--- config.mk ---
export PLATFORM = sky130hd
export DESIGN_NAME = axi_rd_issuer
export DESIGN_NICKNAME = d
export VERILOG_FILES = /design/src/rtl/rdq_pkg.sv /design/src/rtl/rdq_split.sv /design/src/rtl/rdq_credit.sv /design/src/rtl/rdq_ar.sv /design/src/rtl/rdq_rbeat.sv /design/src/rtl/axi_rd_issuer.sv
export SDC_FILE = /design/constraint.sdc
export NUM_CORES = 1
export LEC_CHECK = 0
export ABC_AREA = 1
export BUFFER_PORTS_ARGS = -buffer_cell sky130_fd_sc_hd__buf_2
export CAP_MARGIN = 30
export CORE_MARGIN = 2
export CORE_UTILIZATION = 53
export DETAILED_ROUTE_END_ITERATION = 8
export PLACE_DENSITY = 0.87
export SYNTH_ARGS = -nofsm -noshare
export SYNTH_HDL_FRONTEND = slang
export SYNTH_SLANG_ARGS = --single-unit
--- constraint.sdc ---
create_clock -name clk -period 16.9 [get_ports clk]
set_clock_uncertainty 0.15 [all_clocks]
set_input_delay 0.845 -clock clk [delete_from_list [all_inputs] [get_ports clk]]
set_output_delay 0.845 -clock clk [all_outputs]
set_load 0.03 [all_outputs]
--- src/rtl/rdq_pkg.sv ---
`timescale 1ns/1ps
package rdq_pkg;
  localparam logic [1:0]  AXI_BURST_INCR = 2'b01;
  localparam logic [1:0]  AXI_RESP_OKAY  = 2'b00;
  localparam int unsigned AXI_LEN_W      = 8;
  localparam int unsigned PAGE_BYTES     = 4096;
endpackage

--- src/rtl/rdq_split.sv ---
`timescale 1ns/1ps
// Cuts one command into page-safe bursts of bounded length.
module rdq_split #(
  parameter int ADDR_W     = 32,
  parameter int CNT_W      = 16,
  parameter int BLEN_W     = 4,
  parameter int MAX_BURST  = 8,
  parameter int BEAT_BYTES = 4
) (
  input  logic              clk,
  input  logic              rst_n,
  input  logic              req_valid,
  input  logic [ADDR_W-1:0] req_addr,
  input  logic [CNT_W-1:0]  req_beats,
  output logic              req_ready,
  output logic              nb_valid,
  output logic [ADDR_W-1:0] nb_addr,
  output logic [BLEN_W-1:0] nb_beats,
  input  logic              take
);
  localparam int PAGE_W = $clog2(rdq_pkg::PAGE_BYTES);

  // beats of the next burst: remaining, capped by burst limit and page room
  function automatic logic [BLEN_W-1:0] burst_len(input logic [CNT_W-1:0] left,
                                                   input logic [PAGE_W-1:0] off);
    logic [31:0] room;
    logic [31:0] pick;
    room = (32'(rdq_pkg::PAGE_BYTES) - 32'(off)) / 32'(BEAT_BYTES);
    pick = 32'(left);
    if (pick > 32'(MAX_BURST)) pick = 32'(MAX_BURST);
    if (pick > room) pick = room;
    return BLEN_W'(pick);
  endfunction

  function automatic logic [ADDR_W-1:0] step_addr(input logic [ADDR_W-1:0] a,
                                                   input logic [BLEN_W-1:0] n);
    return a + ADDR_W'(32'(n) * 32'(BEAT_BYTES));
  endfunction

  logic              busy_q;
  logic [ADDR_W-1:0] addr_q;
  logic [CNT_W-1:0]  left_q;
  logic              cmd_accept;
  logic              last_take;

  assign cmd_accept = req_valid && !busy_q;
  assign nb_beats   = burst_len(left_q, addr_q[PAGE_W-1:0]);
  assign nb_valid   = busy_q;
  assign nb_addr    = addr_q;
  assign req_ready  = !busy_q;
  assign last_take  = take && (left_q == CNT_W'(nb_beats));

  always_ff @(posedge clk or negedge rst_n) begin
    if (!rst_n) begin
      busy_q <= 1'b0;
      addr_q <= '0;
      left_q <= '0;
    end else if (cmd_accept) begin
      busy_q <= (req_beats != '0);
      addr_q <= req_addr;
      left_q <= req_beats;
    end else if (take) begin
      busy_q <= !last_take;
      addr_q <= step_addr(addr_q, nb_beats);
      left_q <= left_q - CNT_W'(nb_beats);
    end
  end

  AST_PAGE_SAFE: assert property (@(posedge clk) disable iff (!rst_n) nb_valid |-> (32'(addr_q[PAGE_W-1:0]) + 32'(nb_beats) * 32'(BEAT_BYTES)) <= 32'(rdq_pkg::PAGE_BYTES));
  AST_LEN_RANGE: assert property (@(posedge clk) disable iff (!rst_n) nb_valid |-> (nb_beats != '0) && (32'(nb_beats) <= 32'(MAX_BURST)));
  AST_TAKE_PENDING: assert property (@(posedge clk) disable iff (!rst_n) take |-> nb_valid);
  AST_BUSY_BLOCKS: assert property (@(posedge clk) disable iff (!rst_n) busy_q && !last_take |=> !req_ready);
endmodule

--- src/rtl/rdq_credit.sv ---
`timescale 1ns/1ps
// Reserves buffer room per burst and limits bursts in flight.
module rdq_credit #(
  parameter int FREE_W    = 7,
  parameter int BLEN_W    = 4,
  parameter int MAX_OUTST = 4,
  parameter int OB_W      = 3
) (
  input  logic              clk,
  input  logic              rst_n,
  input  logic [FREE_W-1:0] buf_free,
  input  logic              want,
  input  logic [BLEN_W-1:0] want_beats,
  input  logic              load,
  input  logic              beat,
  input  logic              burst_end,
  output logic              grant,
  output logic [OB_W-1:0]   open_bursts
);
  function automatic logic room_ok(input logic [FREE_W-1:0] free,
                                   input logic [FREE_W-1:0] held,
                                   input logic [BLEN_W-1:0] need);
    return 32'(free) >= (32'(held) + 32'(need));
  endfunction

  logic [FREE_W-1:0] held_q;
  logic [OB_W-1:0]   open_q;
  logic              cap_hit;
  logic              fits;

  assign cap_hit     = (open_q >= OB_W'(MAX_OUTST));
  assign fits        = room_ok(buf_free, held_q, want_beats);
  assign grant       = want && !cap_hit && fits;
  assign open_bursts = open_q;

  always_ff @(posedge clk or negedge rst_n) begin
    if (!rst_n) begin
      held_q <= '0;
      open_q <= '0;
    end else begin
      held_q <= held_q + (load ? FREE_W'(want_beats) : '0) - (beat ? FREE_W'(1) : '0);
      open_q <= open_q + (load ? OB_W'(1) : '0) - (burst_end ? OB_W'(1) : '0);
    end
  end

  AST_CAP: assert property (@(posedge clk) disable iff (!rst_n) open_q <= OB_W'(MAX_OUTST));
  AST_NO_UNDERFLOW: assert property (@(posedge clk) disable iff (!rst_n) beat |-> held_q != '0);
  AST_RESERVE_FITS: assert property (@(posedge clk) disable iff (!rst_n) held_q <= buf_free);
  AST_LOAD_GRANTED: assert property (@(posedge clk) disable iff (!rst_n) load |-> grant);
endmodule

--- src/rtl/rdq_ar.sv ---
`timescale 1ns/1ps
// AR channel holding register; valid never derived from ready.
module rdq_ar #(
  parameter int         ADDR_W    = 32,
  parameter int         ID_W      = 4,
  parameter int         BLEN_W    = 4,
  parameter logic [2:0] SIZE_CODE = 3'd2,
  parameter int         RD_ID     = 3
) (
  input  logic                              clk,
  input  logic                              rst_n,
  input  logic                              offer,
  input  logic [ADDR_W-1:0]                 nb_addr,
  input  logic [BLEN_W-1:0]                 nb_beats,
  input  logic                              arready,
  output logic                              load,
  output logic                              arvalid,
  output logic [ADDR_W-1:0]                 araddr,
  output logic [rdq_pkg::AXI_LEN_W-1:0]     arlen,
  output logic [2:0]                        arsize,
  output logic [1:0]                        arburst,
  output logic [ID_W-1:0]                   arid
);
  localparam int LW = rdq_pkg::AXI_LEN_W;

  logic              valid_q;
  logic [ADDR_W-1:0] addr_q;
  logic [LW-1:0]     len_q;
  logic              slot_free;

  // slot reloads only when idle or on a completed handshake
  assign slot_free = !valid_q || arready;
  assign load      = offer && slot_free;

  always_ff @(posedge clk or negedge rst_n) begin
    if (!rst_n) begin
      valid_q <= 1'b0;
      addr_q  <= '0;
      len_q   <= '0;
    end else if (load) begin
      valid_q <= 1'b1;
      addr_q  <= nb_addr;
      len_q   <= LW'(nb_beats) - LW'(1);
    end else if (slot_free) begin
      valid_q <= 1'b0;
    end
  end

  assign arvalid = valid_q;
  assign araddr  = addr_q;
  assign arlen   = len_q;
  assign arsize  = SIZE_CODE;
  assign arburst = rdq_pkg::AXI_BURST_INCR;
  assign arid    = ID_W'(RD_ID);

  AST_AR_HOLD: assert property (@(posedge clk) disable iff (!rst_n) valid_q && !arready |=> valid_q && $stable(addr_q) && $stable(len_q));
  AST_RISE_OFFERED: assert property (@(posedge clk) disable iff (!rst_n) $rose(valid_q) |-> $past(offer));
endmodule

--- src/rtl/rdq_rbeat.sv ---
`timescale 1ns/1ps
// R channel acceptance, buffer write and sticky error.
module rdq_rbeat #(
  parameter int DATA_W = 32,
  parameter int FREE_W = 7
) (
  input  logic              clk,
  input  logic              rst_n,
  input  logic              rvalid,
  input  logic [DATA_W-1:0] rdata,
  input  logic [1:0]        rresp,
  input  logic              rlast,
  input  logic [FREE_W-1:0] buf_free,
  output logic              rready,
  output logic              beat,
  output logic              burst_end,
  output logic              buf_wr_en,
  output logic [DATA_W-1:0] buf_wr_data,
  output logic              rd_err
);
  logic err_q;
  logic bad_beat;

  assign rready      = (buf_free != '0);
  assign beat        = rvalid && rready;
  assign burst_end   = beat && rlast;
  assign bad_beat    = beat && (rresp != rdq_pkg::AXI_RESP_OKAY);
  assign buf_wr_en   = beat;
  assign buf_wr_data = rdata;
  assign rd_err      = err_q;

  always_ff @(posedge clk or negedge rst_n) begin
    if (!rst_n) err_q <= 1'b0;
    else if (bad_beat) err_q <= 1'b1;
  end

  AST_ERR_STICKY: assert property (@(posedge clk) disable iff (!rst_n) err_q |=> err_q);
  AST_ERR_CAUSE: assert property (@(posedge clk) disable iff (!rst_n) $rose(err_q) |-> $past(rvalid) && $past(rresp) != rdq_pkg::AXI_RESP_OKAY);
endmodule

--- src/rtl/axi_rd_issuer.sv ---
`timescale 1ns/1ps
module axi_rd_issuer #(
  parameter int ADDR_W    = 32,
  parameter int DATA_W    = 32,
  parameter int ID_W      = 4,
  parameter int RD_ID     = 3,
  parameter int CNT_W     = 16,
  parameter int MAX_BURST = 8,
  parameter int BUF_DEPTH = 64,
  parameter int MAX_OUTST = 4,
  parameter int FREE_W    = $clog2(BUF_DEPTH + 1)
) (
  input  logic              clk,
  input  logic              rst_n,
  input  logic              req_valid,
  input  logic [ADDR_W-1:0] req_addr,
  input  logic [CNT_W-1:0]  req_beats,
  output logic              req_ready,
  output logic              m_arvalid,
  input  logic              m_arready,
  output logic [ADDR_W-1:0] m_araddr,
  output logic [7:0]        m_arlen,
  output logic [2:0]        m_arsize,
  output logic [1:0]        m_arburst,
  output logic [ID_W-1:0]   m_arid,
  input  logic              m_rvalid,
  output logic              m_rready,
  input  logic [DATA_W-1:0] m_rdata,
  input  logic [1:0]        m_rresp,
  input  logic              m_rlast,
  input  logic [FREE_W-1:0] buf_free,
  output logic              buf_wr_en,
  output logic [DATA_W-1:0] buf_wr_data,
  output logic              rd_err
);
  localparam int         BEAT_BYTES = DATA_W / 8;
  localparam int         BLEN_W     = $clog2(MAX_BURST + 1);
  localparam int         OB_W       = $clog2(MAX_OUTST + 1);
  localparam logic [2:0] SIZE_CODE  = 3'($clog2(BEAT_BYTES));

  // named internal events
  logic              nb_valid;
  logic [ADDR_W-1:0] nb_addr;
  logic [BLEN_W-1:0] nb_beats;
  logic              grant;
  logic              ar_load;
  logic              r_beat;
  logic              r_burst_end;
  logic [OB_W-1:0]   open_bursts;

  rdq_split #(
    .ADDR_W(ADDR_W), .CNT_W(CNT_W), .BLEN_W(BLEN_W),
    .MAX_BURST(MAX_BURST), .BEAT_BYTES(BEAT_BYTES)
  ) u_split (
    .clk(clk), .rst_n(rst_n),
    .req_valid(req_valid), .req_addr(req_addr), .req_beats(req_beats), .req_ready(req_ready),
    .nb_valid(nb_valid), .nb_addr(nb_addr), .nb_beats(nb_beats), .take(ar_load)
  );

  rdq_credit #(
    .FREE_W(FREE_W), .BLEN_W(BLEN_W), .MAX_OUTST(MAX_OUTST), .OB_W(OB_W)
  ) u_credit (
    .clk(clk), .rst_n(rst_n), .buf_free(buf_free),
    .want(nb_valid), .want_beats(nb_beats), .load(ar_load),
    .beat(r_beat), .burst_end(r_burst_end),
    .grant(grant), .open_bursts(open_bursts)
  );

  rdq_ar #(
    .ADDR_W(ADDR_W), .ID_W(ID_W), .BLEN_W(BLEN_W), .SIZE_CODE(SIZE_CODE), .RD_ID(RD_ID)
  ) u_ar (
    .clk(clk), .rst_n(rst_n), .offer(grant), .nb_addr(nb_addr), .nb_beats(nb_beats),
    .arready(m_arready), .load(ar_load), .arvalid(m_arvalid), .araddr(m_araddr),
    .arlen(m_arlen), .arsize(m_arsize), .arburst(m_arburst), .arid(m_arid)
  );

  rdq_rbeat #(
    .DATA_W(DATA_W), .FREE_W(FREE_W)
  ) u_rbeat (
    .clk(clk), .rst_n(rst_n), .rvalid(m_rvalid), .rdata(m_rdata), .rresp(m_rresp),
    .rlast(m_rlast), .buf_free(buf_free), .rready(m_rready), .beat(r_beat),
    .burst_end(r_burst_end), .buf_wr_en(buf_wr_en), .buf_wr_data(buf_wr_data), .rd_err(rd_err)
  );

  AST_R_EXPECTED: assert property (@(posedge clk) disable iff (!rst_n) r_beat |-> open_bursts != '0);
  AST_LOAD_HAS_CMD: assert property (@(posedge clk) disable iff (!rst_n) ar_load |-> !req_ready);
endmodule

-- After elaboration in Yosys (flattened, before gate mapping)
Index checks and enable logic that the tools add are counted.
- logic and storage cells: 55
- flip-flop bits (word level): 101
- output and inout port bits: 86
- bits of input ports: 95
- multiplexer cells: 14
- order comparisons: 4
- equality and inequality tests: 1
- reduce and logical (&&, ||, !) cells: 18
- add/sub/neg operators: 9
- operators with widths (kind ; count):
    $mux W32 ; 2
    $mux W16 ; 3
    $add A32 B6 Y32 ; 1
    $ge A7 B32 Y1 ; 1
    $gt A16 B30 Y1 ; 1
    $eq A16 B4 Y1 ; 1
    $gt A16 B4 Y1 const B ; 1
    $reduce_bool A16 Y1 ; 1
    $sub A16 B4 Y16 ; 1
    $sub A13 B12 Y14 const A ; 1
    $add A7 B4 Y8 ; 1
    $logic_and A1 B1 Y1 ; 8
    $mux W4 ; 2
    $add A7 B7 Y7 ; 1
    $mux W1 ; 7
    $reduce_bool A7 Y1 ; 1
    $sub A7 B7 Y7 ; 1
    $reduce_bool A2 Y1 ; 3
    $sub A4 B1 Y5 const B ; 1
    $logic_not A1 Y1 ; 4
    $add A3 B3 Y3 ; 1
    $ge A3 B3 Y1 const B ; 1
    $sub A3 B3 Y3 ; 1
    $logic_or A1 B1 Y1 ; 1

-- Depth between registers and ports, before layout
- depth after elaboration: 12
- mapped depth: 47
- gate-level depth less buffers: 45

-- Hierarchy
A second synthesis with hierarchy kept.
- cell total of the unflattened synthesis: 1095
- area, all modules: 7488.4 µm²
- modules (own cells, without submodules) (module ; area an instance (µm²) ; cells an instance ; sequential area each (µm²) ; times used):
    rdq_split ; 4366.7 ; 717 ; 1226.2 ; 1
    rdq_ar ; 1625.3 ; 183 ; 950.9 ; 1
    rdq_credit ; 1111.1 ; 137 ; 250.2 ; 1
    rdq_rbeat ; 385.4 ; 58 ; 25.0 ; 1

-- Worst setup path before layout
OpenSTA, ideal clock, no wires.
- path kind: reg2reg
- start: register u_split.addr_q[0] (netlist: u_split.nb_addr[0])
- end: register u_credit.held_q[6]
- slack: 10.856 ns
- required time: 16.625 ns
- buffers on the path: 2
- clock period less this slack: 6.044 ns
- setup time: 0.125 ns
- stages on the path, launching flop included: 44
- arrival time: 5.769 ns
- cell sequence: dfrtp_1 > nor2_1 > nand2_1 > inv_2 > nand4_2 > or2_4 > nor2_4 > nand4_1 > or2_1 > nand2_1 > ha_1 > nand2_1 > inv_1 > nand2_1 > nor2_1 > nand4_1 > nand2_1 > nand2_1 > [8 not listed] > ha_1 > a21o_1 > nand4_1 > nand2_1 > inv_1 > nand3_2 > nand3_4 > buf_6 > inv_2 > buf_6 > nand2_1 > ha_1 > fa_1 > o21ai_0 > nand2_1 > a21oi_1 > nor2_1 > xor2_1
- cells in the longest elaborated chain, start to end: 10
- ends and longest elaborated chain (what ; line ; text):
    start: declaration ; rdq_split.sv:41 ; logic [ADDR_W-1:0] addr_q;
    start signal: assignment ; rdq_split.sv:60 ; addr_q <= req_addr;
    start signal: assignment ; rdq_split.sv:64 ; addr_q <= step_addr(addr_q, nb_beats);
    $sub A13 B12 Y14 * ; rdq_split.sv:28 ; room = (32'(rdq_pkg::PAGE_BYTES) - 32'(off)) / 32'(BEAT_BYTES);
    $gt A16 B30 Y1 ; rdq_split.sv:31 ; if (pick > room) pick = room;
    $mux W4 * ; rdq_split.sv:31 ;
    $add A7 B4 Y8 ; rdq_credit.sv:23 ; return 32'(free) >= (32'(held) + 32'(need));
    $ge A7 B32 Y1 ; rdq_credit.sv:23 ;
    $logic_and A1 B1 Y1 ; rdq_credit.sv:33 ; assign grant = want && !cap_hit && fits;
    $logic_and A1 B1 Y1 ; rdq_ar.sv:33 ; assign load = offer && slot_free;
    $mux W4 * ; rdq_credit.sv:41 ; held_q <= held_q + (load ? FREE_W'(want_beats) : '0) - (beat ? FREE_W'(1) : '0);
    $add A7 B7 Y7 * ; rdq_credit.sv:41 ;
    $sub A7 B7 Y7 * ; rdq_credit.sv:41 ;
    end signal: assignment ; rdq_credit.sv:41 ;
    end: declaration ; rdq_credit.sv:26 ; logic [FREE_W-1:0] held_q;
Every way passes the cells marked *; elsewhere a longest branch is shown, timed or not.
A chain may end at the register's enable or synchronous reset.

-- Final worst setup path
- start: register u_split.addr_q[0] (netlist: u_split.nb_addr[0])
- end: register u_credit.held_q[5]
Same word-level chain as after synthesis.

==> results.cfg <==
[status]
outcome = finished, final reports clean

[routing]
remaining_drc_errors = 0
viasPerCell = 5.19
drt-pass1-iter-count = 5
wl_um = 16700
antenna_left = 0
routedWlPerCell_um = 13.5
drtIter0Drc = 590
vias = 6403

[worst_setup_path]
cp.required_ps = 16990
r2r-start = u_split.nb_addr[0]
worst-path-max-fanout = 75
crit_top_cell = nand2_1
path_class = reg2reg
timing.rr.end = u_credit.held_q[5]
rrSetupSlack_ps = 9270
crit_slowest_cell = nand3_4
cp-startpoint = u_split.nb_addr[0]
cp-end-kind = flip-flop
cp.arrival_ps = 7720
rr_worst_depth = 44
crit_end = u_credit.held_q[5]
crit_path_max_incr_delay_ps = 590
start_kind = flip-flop

[timing]
hold_viol_final = 0
drv_slew = 0
max_slew_margin_pct = 45.0
period_share_pct = 45.2
rsz0062_at_grt = no
max_freq_mhz = 131
tightest_slew_ps = 825
fin_crit_ps = 7630
setup_viol = 0
tns_ps = 0
finalWorstSetupSlack_ps = 9270

[cts]
post-cts-setup-buffers = 0
cts_buffers = 9
htree_levels = 3
clk_pin_slew_worst_paths_ps = 70
root_buffer = clkbuf_16
clock_latency_ps = 360
cts_tree = built
clk_path_buf_depth = 2
hold_buffers = 0
cts_sinks = 98
cts_resized = 0

[synth]
postSynthAreaPerCell_um2 = 7.15
syn_area_um2 = 7110
synth.area.top_cells = dfrtp_1 34%, nand2_1 19%, ha_1 7.9%, inv_1 5.9%, buf_4 4.6%
synth.top_cell.area_share_pct = 34.5
yosys_warnings = 0
yosysMostFrequentCell = nand2_1
synthesis.instances = 994
yosys.cell_types.count = 43
synth_flop_cell = dfrtp_1
ys_seq_elements = 98
ys_top_cells_by_count = 352 x nand2_1, 112 x inv_1, 98 x dfrtp_1
synth_edf_count = 0
yosysSeqAreaShare_pct = 34.5
ys_async_sr_fraction_pct = 100
synth_largest_area_cell = dfrtp_1

[grt]
grt_pass1_vias = 5990
grt_pass1_wl_um = 28400
grt_overflow = 0
grtUsageTotal_pct = 24.4
antenna_found_initial = 0
grt_max_degree = 76

[placement]
post-place-ws_ps = 9350
dpl.cell_count = 1219
port_buffers = 107
gp_congestion = 0.963
dp_hpwl_um = 12300

[die]
ioPinCount = 181
coreArea_um2 = 13200
die_y_um = 120
num_rows = 42
die_w_um = 120
start_util_pct = 53.9
die_area_um2 = 14400

[hold_path]
hp-class = in2async

[layout]
fin_cells = 1234
fillers = 1184
layout-drive-gt1-share_pct = 13.5
utilization_pct = 58.5
area_growth_pct = 8.59
final_nets = 1199
antenna_cells = 0

[power_and_ir_drop]
power.density_nw_per_um2 = 212
power.leakage_uw = 0.00423
peakVddDrop_v = 0.0000909

[run]
max_cap_violations = 0
[metal layers]
metal  GRT usage (%)  up-vias  routed length [µm]
met5               0        -                   0
met3            3.99       23                1150
met1            34.5     2929                7780
met2            38.0      247                7460
li1                -     3204                   -
met4            8.53        0                 301
[logic make-up (layout without fill, tap and decap cells)]
kind of cell / count (synthesis) / after routing / share of synthesized area (%)
and+or+nand+nor: 515 / 515 / 30.4
buffers and inverters: 189 / 239 / 13.4
AOI/OAI and AO/OA: 104 / 104 / 7.83
DFF: 98 / 98 / 34.5
adders and majority gates: 50 / 50 / 9.33
xor gates and xnor gates: 36 / 36 / 4.43
other: 2 / 16 / 0.106
[flip-flops by register name, indices dropped and copies added (netlist names)]
name	flops
u_ar.araddr	32
u_ar.arlen	5
u_ar.arvalid	1
u_credit.held_q	7
u_credit.open_bursts	3
u_rbeat.rd_err	1
u_split.left_q	16
u_split.nb_addr	32
u_split.nb_valid	1
[worst min path at each step]
stage	end	startpoint	slack, ps
detailed placement	u_ar.arlen[2]	u_ar.arlen[2]	320
finish	u_rbeat.rd_err	rst_n	290
global placement	u_ar.araddr[22]	u_ar.araddr[22]	310
CTS	u_rbeat.rd_err	rst_n	300
global route	u_rbeat.rd_err	rst_n	320
floorplan	u_credit.open_bursts[0]	u_credit.open_bursts[0]	310
[cell usage in the layout, fill, tap and decap left out, types with 18 or more instances in the layout]
cell type / synthesis / routed
inv_1: 112 / 112
nand2_1: 352 / 352
o21ai_0: 52 / 52
o21ai_1: 25 / 25
nor2_1: 66 / 66
nand4_1: 18 / 18
xor2_1: 24 / 24
ha_1: 45 / 45
dfrtp_1: 98 / 98
nand3_1: 42 / 42
buf_2: 12 / 106
[metrics by stage]
| stage | hold slack [ps] | power, µW | instance area (µm²) |
|---|---|---|---|
| after floorplan | 306 | 1240 | 7160 |
| after global placement | 312 | 1390 | 7420 |
| after detailed placement | 315 | 1420 | 7420 |
| after CTS | 303 | 1640 | 7720 |
| after global routing | 323 | 1820 | 7720 |
| final | 289 | 1640 | 7720 |
[report_power, final]
group	leakage [µW]	internal, µW	switching (µW)	total, µW
sequential	0.00125	342	88.1	430
clock	0.000148	116	94.2	210
combinational	0.00283	339	660	999
[critical path, delay by kind of cell (launching register included)]
kind                       cells  cell delay, ps
and+or+nand+nor               26            3430
adders and majority gates      6            1500
AOI/OAI and AO/OA              3             790
xor gates and xnor gates       2             290
DFF                            1             390
buffers and inverters          7             980
[area by class of cell]
class / instances / area, µm² / share of cell area (%)
multi-input cells: 721 / 3760 / 48.7
flip-flops and latches: 98 / 2450 / 31.8
repair buffers: 110 / 561 / 7.26
inverters: 114 / 428 / 5.54
clock buffers: 9 / 225 / 2.92
well taps: 176 / 220 / 2.85
clock inverters: 6 / 76.3 / 0.988
Note: power is estimated with default switching activity, not from simulation.
